**config.mk**
```make
export PLATFORM = sky130hd
export DESIGN_NAME = irqc_core
export DESIGN_NICKNAME = d
export VERILOG_FILES = /design/src/rtl/irqc_pkg.sv /design/src/rtl/irqc_sync_edge.sv /design/src/rtl/irqc_arbiter.sv /design/src/rtl/irqc_core.sv
export SDC_FILE = /design/constraint.sdc
export NUM_CORES = 1
export LEC_CHECK = 0
export BUFFER_PORTS_ARGS = -buffer_cell sky130_fd_sc_hd__buf_2
export CAP_MARGIN = 20
export CORE_MARGIN = 2
export CORE_UTILIZATION = 47
export DETAILED_ROUTE_END_ITERATION = 8
export PLACE_DENSITY = 0.74
export SLEW_MARGIN = 20
export SYNTH_ARGS = -nofsm -noshare
export SYNTH_HDL_FRONTEND = slang
export SYNTH_SLANG_ARGS = --single-unit
```
**constraint.sdc**
```tcl
create_clock -name clk -period 2.02 [get_ports clk]
set_input_delay 0.202 -clock clk [delete_from_list [all_inputs] [get_ports clk]]
set_output_delay 0.202 -clock clk [all_outputs]
set_load 0.02 [all_outputs]
```
**src/rtl/irqc_pkg.sv**
```systemverilog
package irqc_pkg;
   typedef enum logic {
      TRIG_EDGE  = 1'b0,
      TRIG_LEVEL = 1'b1
   } trig_e;
endpackage

```
**src/rtl/irqc_sync_edge.sv**
```systemverilog
module irqc_sync_edge #(
   parameter int unsigned N_IN        = 8,
   parameter int unsigned SYNC_STAGES = 2
) (
   input  logic            clk,
   input  logic            rst_n,
   input  logic [N_IN-1:0] raw_in,
   output logic [N_IN-1:0] lvl_out,
   output logic [N_IN-1:0] rise_out
);
   localparam int unsigned LAST = SYNC_STAGES - 1;

   initial begin
      if (SYNC_STAGES < 2) $error("irqc_sync_edge: SYNC_STAGES must be at least 2");
   end

   logic [N_IN-1:0] chain [SYNC_STAGES];
   logic [N_IN-1:0] prev_q;

   for (genvar s = 0; s < SYNC_STAGES; s++) begin : g_stage
      if (s == 0) begin : g_first
         always_ff @(posedge clk or negedge rst_n) begin
            if (!rst_n) chain[0] <= '0;
            else        chain[0] <= raw_in;
         end
      end else begin : g_next
         always_ff @(posedge clk or negedge rst_n) begin
            if (!rst_n) chain[s] <= '0;
            else        chain[s] <= chain[s-1];
         end
      end
   end

   always_ff @(posedge clk or negedge rst_n) begin
      if (!rst_n) prev_q <= '0;
      else        prev_q <= chain[LAST];
   end

   assign lvl_out  = chain[LAST];
   assign rise_out = chain[LAST] & ~prev_q;
endmodule

```
**src/rtl/irqc_arbiter.sv**
```systemverilog
module irqc_arbiter #(
   parameter int unsigned N_IN  = 8,
   parameter int unsigned IDX_W = $clog2(N_IN)
) (
   input  logic [N_IN-1:0]  pend,
   input  logic [N_IN-1:0]  blk_mask,
   input  logic [N_IN-1:0]  in_svc,
   output logic [N_IN-1:0]  win_oh,
   output logic [IDX_W-1:0] win_idx,
   output logic             any_win
);
   logic [N_IN-1:0] svc_low;
   logic [N_IN-1:0] allow;
   logic [N_IN-1:0] elig;

   // Most urgent in-service bit; everything below its index may pre-empt.
   assign svc_low = in_svc & (~in_svc + N_IN'(1));
   assign allow   = (in_svc == '0) ? '1 : (svc_low - N_IN'(1));
   assign elig    = pend & ~blk_mask & allow;
   assign win_oh  = elig & (~elig + N_IN'(1));
   assign any_win = |elig;

   always_comb begin
      win_idx = '0;
      for (int i = N_IN - 1; i >= 0; i--) begin
         if (elig[i]) win_idx = IDX_W'(i);
      end
   end
endmodule

```
**src/rtl/irqc_core.sv**
```systemverilog
module irqc_core #(
   parameter int unsigned N_IN        = 8,
   parameter int unsigned SYNC_STAGES = 2,
   localparam int unsigned IDX_W      = $clog2(N_IN)
) (
   input  logic             clk,
   input  logic             rst_n,
   input  logic [N_IN-1:0]  req_in,
   input  logic [N_IN-1:0]  mask_in,
   input  logic             level_mode,
   input  logic             auto_eoi,
   input  logic             eoi_pulse,
   input  logic             ack_pulse,
   output logic             intr,
   output logic [IDX_W-1:0] ack_idx,
   output logic [N_IN-1:0]  irr_q,
   output logic [N_IN-1:0]  isr_q
);
   import irqc_pkg::*;

   initial begin
      if (N_IN < 2)  $error("irqc_core: N_IN must be at least 2");
      if (N_IN > 64) $error("irqc_core: N_IN must not exceed 64");
   end

   trig_e           trig;
   logic [N_IN-1:0] imr_q;
   logic [N_IN-1:0] lvl, rise;
   logic [N_IN-1:0] win_oh;
   logic [IDX_W-1:0] win_idx;
   logic            any_win;
   logic            take;
   logic [N_IN-1:0] clr_irr, set_isr, clr_isr;
   logic [N_IN-1:0] isr_low;

   assign trig = trig_e'(level_mode);

   irqc_sync_edge #(.N_IN(N_IN), .SYNC_STAGES(SYNC_STAGES)) u_sync (
      .clk      (clk),
      .rst_n    (rst_n),
      .raw_in   (req_in),
      .lvl_out  (lvl),
      .rise_out (rise)
   );

   irqc_arbiter #(.N_IN(N_IN), .IDX_W(IDX_W)) u_arb (
      .pend     (irr_q),
      .blk_mask (imr_q),
      .in_svc   (isr_q),
      .win_oh   (win_oh),
      .win_idx  (win_idx),
      .any_win  (any_win)
   );

   assign intr    = any_win;
   assign take    = ack_pulse & any_win;
   assign clr_irr = take ? win_oh : '0;
   assign set_isr = (take && !auto_eoi) ? win_oh : '0;
   assign isr_low = isr_q & (~isr_q + N_IN'(1));
   assign clr_isr = eoi_pulse ? isr_low : '0;

   always_ff @(posedge clk or negedge rst_n) begin
      if (!rst_n) imr_q <= '0;
      else        imr_q <= mask_in;
   end

   always_ff @(posedge clk or negedge rst_n) begin
      if (!rst_n) begin
         irr_q <= '0;
      end else begin
         case (trig)
            TRIG_LEVEL: irr_q <= lvl & ~clr_irr;
            default:    irr_q <= (irr_q & ~clr_irr) | rise;
         endcase
      end
   end

   always_ff @(posedge clk or negedge rst_n) begin
      if (!rst_n) isr_q <= '0;
      else        isr_q <= (isr_q & ~clr_isr) | set_isr;
   end

   always_ff @(posedge clk or negedge rst_n) begin
      if (!rst_n)    ack_idx <= '0;
      else if (take) ack_idx <= win_idx;
   end
endmodule

```
==> impl_metrics.yaml <==
outcome:
  run_status: "finished, violations left"
  violations: "setup timing"
logic_synthesis:
  number_of_warnings_printed_during_yosys_synthesis: 0
  post_synth_edffs: 0
  cell_types_with_the_largest_area_share_after_synthesis: "sky130_fd_sc_hd__dfrtp_1 (67%), sky130_fd_sc_hd__nand2_1 (3.9%), sky130_fd_sc_hd__o21ai_0 (3.9%)"
  synth_area_um2: 1910
  synth_nets: 189
  post-synth-top-count-cell: "sky130_fd_sc_hd__dfrtp_1"
  netlist_top_cells_count: "sky130_fd_sc_hd__dfrtp_1 (51), sky130_fd_sc_hd__nand2_1 (20), sky130_fd_sc_hd__o21ai_0 (15)"
  synth-async-reset-ratio_pct: 100
  post_synth_inst_count: 167
  top_area_cell_type_share_of_the_netlist_area_pct: 66.8
  yosysSeqAreaShare_pct: 66.8
  synth-seq-cells: 51
  synth_area_leader_cell: "sky130_fd_sc_hd__dfrtp_1"
  syn_avg_cell_area_um2: 11.4
  yosys_most_used_dff: "sky130_fd_sc_hd__dfrtp_1"
  yosys.cell_types.count: 36
placement:
  io_buffers: 41
  place_hpwl_um: 2670
  placement_cell_area_um2: 2230
  place.detailed.instances: 263
  pre_cts_ws_ns: 0.0277
  globalplace.congestion: 0.885
die:
  die_area_um2: 4590
  coreArea_um2: 3970
  num_io_pins: 42
  rows: 23
  floorplan.die.height_um: 67.8
  die_width_um: 67.8
  initial_utilization_pct: 48.1
route:
  detailroute.via_count: 1497
  residual_drc: 0
  wire_per_inst_um: 13.4
  avgViaCountPerCell: 5.14
  overall_routed_net_length_um: 3910
  drt_iter0_drc: 126
  detail_route.first_pass.iterations: 4
  drtAntennaViolNets: 0
clocking:
  insertion_delay_to_the_later_sink_of_the_worst_skew_pair_ns: 0.30
  clock_sinks: 51
  cts-root-buf: "sky130_fd_sc_hd__clkbuf_8"
  clk_path_buf_depth: 2
  clock_tree_from_tritoncts: "done"
  clk_pin_slew_ns: 0.09
  htree_num_levels: 2
  cts_made_buffers: 5
worst_setup_path:
  worst-endpoint-required_ns: 1.82
  worstReg2RegStart: "isr_q[1]$_DFF_PN0_"
  worst-setup-path-type: "flop to output port"
  regToRegSetupSlack_ns: 0.04
  timing.rr.end: "irr_q[5]$_DFF_PN0_"
  worstPathMaxFanout: 4
  r2r.worst_path.cells: 5
  critPathLaunch: "isr_q[1]$_DFF_PN0_"
  worstSetupEndpointType: "output port"
  timing.critical_path.from_type: "flop"
  crit_arrival_ns: 1.95
layout:
  layout.nets: 262
  layout.core_utilization_pct: 64.4
  final_layout_size_suffix_gt1_share_pct: 30.3
  post_layout_nonfiller_instances: 291
  areaGrowthSynthToFinish_pct: 33.8
  number_of_antenna_repair_diodes: 0
  final_area_um2: 2560
sta:
  maxClockFrequency_mhz: 464
  max_slew_margin_pct: 72.5
  rsz0062_at_grt: "yes"
  fin_ws_ns: -0.136
  setup_total_negative_slack_ns: -0.136
  drv_slew: 0
  fin_crit_sh_pct: 107
  hold_ws_ns: 0.157
  final-hold-violation-count: 0
  fin_skew_ns: 0.00628
  report.final.setup_viol: 1
  slew_worst_pin_ns: 0.409
  post-route-min-period_ns: 2.16
pwr:
  sequentialPowerShare_pct: 50.3
  max-vdd-ir-drop_mv: 0.545
  fraction_of_power_spent_switching_nets_pct: 29.6
  clock_power_share_pct: 26.2
  power.net_switching_mw: 0.679
  p_leak_nw: 1.23
  power_density_nw_per_um2: 898
  internal-power_mw: 1.62
  report.power.total_mw: 2.30
  power.combinational.fraction_pct: 23.5
hold_path:
  min_path_cells: 2
  hold_path_startpoint: "eoi_pulse"
  timing.hold.worst.class: "input pin to flop"
  holdPathEnd: "isr_q[0]$_DFF_PN0_"
global_routing:
  grt_max_degree: 21
  vias_in_the_first_global_route: 1357
  initial_antenna_violation_count: 0
  gr-total-overflow: 0
  wire_length_of_the_first_global_routing_pass_um: 6240
  gr-usage-all-layers_pct: 18.6
run:
  timing.max_cap.violations: 0
## repair_timing
item                                    4_1_cts  5_1_grt
hold buffers                                 16        1
resized for setup                             5        4
pin swaps                                     1        1
hold endpoints to repair                     33        1
endpoints found under the setup margin        1        3
cloned                                        0        0
buffers inserted                              2        1
## final cells by class
cell class,instances,area [um^2]
Clock buffer,6,82.6
Clock inverter,2,16.3
Fill cell,306,1410
Inverter,14,52.6
Multi-Input combinational cell,98,598
Sequential cell,51,1280
Tap cell,50,62.6
Timing Repair Buffer,70,468
## flip-flops by register name, summed over array words and instances (netlist names)
signal / flops
imr_q: 8
irr_q: 8
isr_q: 8
u_sync.chain: 8
u_sync.lvl_out: 8
u_sync.prev_q: 8
ack_idx: 3
## worst max path at each step
stage,end,slack (ns),cells after the start
floorplan,irr_q[5]$_DFF_PN0_,-0.03,6
global placement,intr,0.06,5
detailed placement,intr,0.03,5
CTS,intr,-0.13,5
global route,intr,-0.18,5
finish,intr,-0.14,5
## layer usage
| layer | routed length, um | GRT usage (%) | up-vias |
|---|---|---|---|
| li1 | - | - | 726 |
| met1 | 1760 | 25.5 | 728 |
| met2 | 1940 | 28.1 | 38 |
| met3 | 163 | 5.50 | 5 |
| met4 | 49 | 7.25 | 0 |
| met5 | 0 | 0 | - |
## worst max-delay path: stages, from the launching register on
cell	delay [ns]
sky130_fd_sc_hd__dfrtp_2	0.41
sky130_fd_sc_hd__or4_4	0.57
sky130_fd_sc_hd__or2_4	0.26
sky130_fd_sc_hd__a31oi_2	0.16
sky130_fd_sc_hd__or2_2	0.13
sky130_fd_sc_hd__buf_4	0.12
## cells in the final DEF, fill, tap and decap left out, drive strengths merged, types with 2 or more instances in the layout
cell type    instances
o21ai               15
o22ai                2
inv                 14
buf                 53
a221oi               2
mux2i                2
or2                  2
clkbuf               6
nor3b                2
a22oi                2
nor2b                3
dlygate4sd3         17
nor2                 8
dfrtp               51
or3                  2
o31ai                2
o41ai                2
nand4                2
nand2               20
nand2b               3
nand3                5
nor3                 5
a21oi                6
## kinds of logic (layout without fill, tap and decap cells)
kind of cell,after synthesis,in the layout,synth area share (%)
compound gates,40,40,13.5
buf+inv,18,92,3.93
flops,51,51,66.8
mux,2,2,1.05
simple gates,56,56,14.7
## power groups by stage
stage	Clock [mW]	Combinational (mW)	Sequential, mW
after floorplan	0	0.221	1.24
after global placement	0	0.446	1.17
after detailed placement	0	0.453	1.18
after CTS	0.629	0.514	1.16
after global routing	0.683	0.593	1.17
final	0.602	0.539	1.16
No activity file was read; power rests on OpenSTA's default activity.
